[config.mk]
export PLATFORM = sky130hd
export DESIGN_NAME = flash_wr_capture
export DESIGN_NICKNAME = d
export VERILOG_FILES = /design/src/rtl/flash_wr_capture.sv
export SDC_FILE = /design/constraint.sdc
export NUM_CORES = 1
export LEC_CHECK = 0
export ABC_AREA = 0
export BUFFER_PORTS_ARGS = -buffer_cell sky130_fd_sc_hd__buf_2
export CAP_MARGIN = 15
export CORE_ASPECT_RATIO = 1.5
export CORE_MARGIN = 2
export CORE_UTILIZATION = 55
export CTS_CLUSTER_DIAMETER = 60
export DETAILED_ROUTE_END_ITERATION = 7
export PLACE_DENSITY = 0.78
export SYNTH_ARGS = -nofsm -noshare
export SYNTH_HDL_FRONTEND = slang
export SYNTH_SLANG_ARGS = --single-unit
[constraint.sdc]
create_clock -name clk -period 2.41 [get_ports clk]
set_clock_uncertainty 0.1 [all_clocks]
set_input_delay 0 -clock clk [delete_from_list [all_inputs] [get_ports clk]]
set_output_delay 0 -clock clk [all_outputs]
set_load 0.02 [all_outputs]
[src/rtl/flash_wr_capture.sv]
module flash_wr_capture #(
  parameter int ADDR_W = 24,
  parameter int DATA_W = 16
) (
  input  logic              clk,
  input  logic              rst_n,
  input  logic              mode_async,
  input  logic              bus_clk,
  input  logic              bus_ce_n,
  input  logic              bus_we_n,
  input  logic              bus_oe_n,
  input  logic              bus_adv_n,
  input  logic [ADDR_W-1:0] bus_addr,
  input  logic [DATA_W-1:0] bus_data,
  output logic              wr_valid,
  output logic [ADDR_W-1:0] wr_addr,
  output logic [DATA_W-1:0] wr_data,
  output logic              proto_err
);
  localparam int SW = 5;
  localparam int VW = SW + ADDR_W + DATA_W;
  localparam logic [SW-1:0] IDLE = 5'b01111;

  logic [VW-1:0] raw, st1, st2;
  logic [SW-1:0] prev;

  assign raw = {bus_clk, bus_adv_n, bus_oe_n, bus_we_n, bus_ce_n, bus_addr, bus_data};

  always_ff @(posedge clk or negedge rst_n) begin
    if (!rst_n) begin
      st1  <= {IDLE, {(ADDR_W + DATA_W){1'b0}}};
      st2  <= {IDLE, {(ADDR_W + DATA_W){1'b0}}};
      prev <= IDLE;
    end else begin
      st1  <= raw;
      st2  <= st1;
      prev <= st2[VW-1 -: SW];
    end
  end

  logic              clk_s, adv_s, oe_s, we_s, ce_s;
  logic              clk_q, adv_q, we_q;
  logic [ADDR_W-1:0] addr_s;
  logic [DATA_W-1:0] data_s;

  assign {clk_s, adv_s, oe_s, we_s, ce_s} = st2[VW-1 -: SW];
  assign addr_s = st2[DATA_W +: ADDR_W];
  assign data_s = st2[DATA_W-1:0];
  assign clk_q  = prev[4];
  assign adv_q  = prev[3];
  assign we_q   = prev[1];

  logic sel, adv_rise, clk_rise, we_rise;
  assign sel      = ~ce_s & oe_s;
  assign adv_rise = adv_s & ~adv_q;
  assign clk_rise = clk_s & ~clk_q;
  assign we_rise  = we_s & ~we_q;

  logic clk_seen, pend;
  logic lat_clk, lat_adv, lat_addr, lat_data, fire;
  logic [ADDR_W-1:0] addr_hold;

  assign lat_clk  = ~mode_async & sel & clk_rise & ~adv_s;
  assign lat_adv  = sel & adv_rise & (mode_async | (~clk_seen & ~clk_s));
  assign lat_addr = lat_clk | lat_adv;
  assign lat_data = sel & we_rise;
  assign fire     = lat_data & (pend | lat_addr);

  always_ff @(posedge clk or negedge rst_n) begin
    if (!rst_n) begin
      clk_seen  <= 1'b0;
      pend      <= 1'b0;
      addr_hold <= '0;
    end else begin
      if (adv_s)        clk_seen <= 1'b0;
      else if (lat_clk) clk_seen <= 1'b1;
      if (lat_addr) addr_hold <= addr_s;
      if (lat_data)      pend <= 1'b0;
      else if (lat_addr) pend <= 1'b1;
    end
  end

  always_ff @(posedge clk or negedge rst_n) begin
    if (!rst_n) begin
      wr_valid  <= 1'b0;
      proto_err <= 1'b0;
      wr_addr   <= '0;
      wr_data   <= '0;
    end else begin
      wr_valid  <= fire;
      proto_err <= lat_data & ~fire;
      if (fire) begin
        wr_addr <= lat_addr ? addr_s : addr_hold;
        wr_data <= data_s;
      end
    end
  end

  p_pulse_r6: assert property (@(posedge clk) disable iff (!rst_n)
    wr_valid |=> !wr_valid);
  p_hold_r6: assert property (@(posedge clk) disable iff (!rst_n)
    !wr_valid |-> ($stable(wr_addr) && $stable(wr_data)));
  p_excl_r7: assert property (@(posedge clk) disable iff (!rst_n)
    !(wr_valid && proto_err));
  p_we_edge_r3: assert property (@(posedge clk) disable iff (!rst_n)
    (wr_valid || proto_err) |-> $past(we_s && !we_q));
  p_selected_r1: assert property (@(posedge clk) disable iff (!rst_n)
    (wr_valid || proto_err) |-> $past(!ce_s && oe_s));
endmodule

==> flow_summary.rst <==
.. list-table::
   :header-rows: 1

   * - Metric
     - Value
   * - Fmax
     - 471 MHz
   * - Number of H-tree branching levels
     - 4
   * - Fraction of the yosys area taken by sequential cells
     - 74.6%
   * - Summed negative setup slack over all endpoints
     - 0 ps
   * - Fraction of layout cells with a size suffix above 1
     - 41.3%
   * - Count of endpoints failing setup in the final report
     - 0
   * - I/O Pins
     - 90
   * - Number of inserted diodes
     - 0
   * - Slew of the pin with the lowest slew margin
     - 622 ps
   * - Total routing usage reported by global routing
     - 20.0%
   * - Final Hold Fails
     - 0
   * - Row Count
     - 44
   * - Register bit count reported by yosys
     - 161
   * - Launch point of the worst reg-to-reg path
     - st2[43]
   * - Number of nets still failing antenna checks after routing
     - 0
   * - Combined area of the multi-input logic cells
     - 0.00115 sq mm
   * - Netlist area before placement
     - 0.00542 sq mm
   * - Clock-pin slew on the worst setup and hold paths
     - 70 ps
   * - Number of buffers inserted by port buffering
     - 89
   * - Routed wire length
     - 9570 um
   * - Cell area reported after detailed placement
     - 0.00597 sq mm
   * - Reported leakage power
     - 3.29 nW
   * - Layout overhead on the synthesized area
     - 29.9%
   * - Slew margin rel.
     - 58.6%
   * - Vias after detailed routing
     - 3099
   * - Status
     - finished, final reports clean
   * - EDFF count, synth
     - 0
   * - Height of the die
     - 126 um
   * - Nature of the critical path endpoint
     - flop
   * - CP arrival
     - 2320 ps
   * - Instance count after placement with tap cells included
     - 525
   * - Iteration-0 DRC Markers
     - 136
   * - Synthesized netlist cell count
     - 331
   * - Total gr overflow
     - 0
   * - Post-route insts no fill
     - 604
   * - Clock latency on the worst-skew pair
     - 410 ps
   * - Pins over their slew limit
     - 0
   * - Total Die Area
     - 0.0107 sq mm
   * - Largest net degree at the start of global routing
     - 75
   * - Most frequent cells in the layout
     - dfrtp_1, buf_2, dlygate4sd3_1
   * - Setup bufs post-CTS
     - 0
   * - Flop2flop setup slack
     - 290 ps
   * - CP max-delay cell
     - dfstp_2
   * - Detailed Place HPWL
     - 5380 um
   * - Post-Synthesis Mean Instance Area
     - 16.4 sq um
   * - Critical path buffers and inverters
     - 1
   * - CTS tree
     - done
   * - Unrepaired setup endpoints after global routing
     - false
   * - Post-CTS sizing
     - 0
   * - Critical path data required time
     - 2610 ps
   * - Sequential cell area
     - 0.00404 sq mm
   * - Detailed-route DRC error count
     - 0
   * - Number of distinct library cells after synthesis
     - 26
   * - Highest cell delay on the worst timing path
     - 580 ps
   * - Worst setup path start
     - st2[43]
   * - Fraction of synthesis flops using an asynchronous set or reset pin
     - 100%
   * - Count of clock tree sinks
     - 161
   * - Worst hold path type
     - in -> async
   * - Via-per-instance ratio
     - 5.13
   * - Design area
     - 0.00703 sq mm
   * - Top Family by Delay on Critical Path
     - flip-flops
   * - VDD IR-drop max
     - 0.654 mV
   * - Critical path startpoint category
     - flop
   * - Worst-path cell chain
     - and4bb_1, nand2_1, a21o_2, inv_8, mux2_2
   * - Pwr/cell area
     - 1050 mW/mm^2
   * - Area of the core
     - 0.00963 sq mm
   * - FF-to-FF path depth
     - 5
   * - Number of buffers inserted during clock tree synthesis
     - 17
   * - Clk root buf
     - clkbuf_16
   * - Maximum clock insertion buffer count
     - 2
   * - Routability cong.
     - 0.733
   * - Number of warnings reported in the yosys synthesis log
     - 0
   * - Via count of the first global-routing pass
     - 3461
   * - Top flip-flop cell by instance count after synthesis
     - dfrtp_1
   * - Max FO, Critical Path
     - 18
   * - 1st-pass router iterations
     - 4
   * - Final nets
     - 524
   * - Crit Reg-Reg Endpoint
     - wr_data[15]
   * - Type of the worst setup path
     - reg -> reg
   * - Global-route wire length before repair
     - 16400 um
   * - Synth Net Count
     - 379
   * - Period utilization
     - 88.0%
   * - Minimum clock period
     - 2120 ps
   * - Filler cell count
     - 591
   * - Effective utilization at floorplan
     - 56.2%
   * - Number of antenna violations at the first check in global routing
     - 0
   * - Max_cap viols
     - 0
   * - Most frequent standard cell in the layout excluding fill and tap cells
     - dfrtp_1
   * - Routed wire per std cell
     - 15.8 um
   * - Width of the die
     - 85.0 um
==> sequential cells by signal, summed over array words and instances (netlist names) <==
name       count
addr_hold     24
wr_addr       24
clk_seen       1
st1           45
proto_err      1
pend           1
prev           3
wr_valid       1
st2           45
wr_data       16
==> cell type report <==
class	instances	area share (%)
clock buffers	17	6.05
clock inverters	15	2.37
inverters	27	1.55
multi-input cells	127	16.4
flip-flops and latches	161	57.5
well taps	115	2.05
repair buffers	142	14.1
==> Yosys cell counts, drive strengths merged, types with 3 or more instances <==
| cell | number | area share [%] |
|---|---|---|
| nor2 | 26 | 1.8 |
| clkbuf | 4 | 0.28 |
| dfrtp | 151 | 70 |
| buf | 12 | 1.9 |
| nor3 | 24 | 2.2 |
| inv | 27 | 2.0 |
| dfstp | 10 | 4.9 |
| a221oi | 24 | 6.2 |
| nand2 | 3 | 0.21 |
| mux2 | 40 | 8.9 |
==> per-stage QoR <==
| step | setup slack, ps | hold slack (ps) | power [mW] | utilization (%) |
|---|---|---|---|---|
| after floorplan | 552 | -396 | 4.28 | - |
| after global placement | 355 | -63.8 | 4.72 | 62.0 |
| after detailed placement | 282 | -55.6 | 4.79 | 62.0 |
| after CTS | 263 | 71.9 | 7.49 | 73.0 |
| after global routing | 200 | 90.3 | 7.78 | 73.0 |
| final | 289 | 53.1 | 7.41 | 73.0 |
==> worst max-delay path by stage <==
stage	depth (start not counted)	end	slack, ps
after global placement	5	wr_data[1]	350
after floorplan	7	wr_data[10]	550
after detailed placement	5	wr_data[5]	280
final	5	wr_data[15]	290
after CTS	5	wr_data[1]	260
after global routing	5	wr_addr[16]	200
==> worst reg2reg max path, stage by stage (launching register included) <==
cell and delay [ps]:
dfstp_2 580, and4bb_1 260, nand2_1 70, a21o_2 400
inv_8 240, mux2_2 360
==> power by group <==
group          internal (mW)  switching (mW)  total, mW
Combinational          0.649           0.737       1.39
Sequential              3.17           0.238       3.41
Clock                   1.47            1.14       2.62
==> routing by layer <==
metal  part of all wire [%]  up-vias  GRT usage, %
li1                       -     1432             -
met3                    4.4       17          6.86
met5                      0        -             0
met4                    1.9        0          7.56
met2                     55       79          33.7
met1                     39     1571          23.6
==> timing repair <==
action | CTS | global route
setup endpoints to repair | 0 | 0
hold buffers | 47 | 0
endpoints found under the hold margin | 115 | 0
==> cells by family after synthesis <==
family,share of synthesized area [%]
flip-flops,74.6
buffers and inverters,4.18
AO/OA/AOI/OAI,6.84
AND/OR/NAND/NOR,5.41
multiplexers,8.94
No activity file was read; power rests on OpenSTA's default activity.
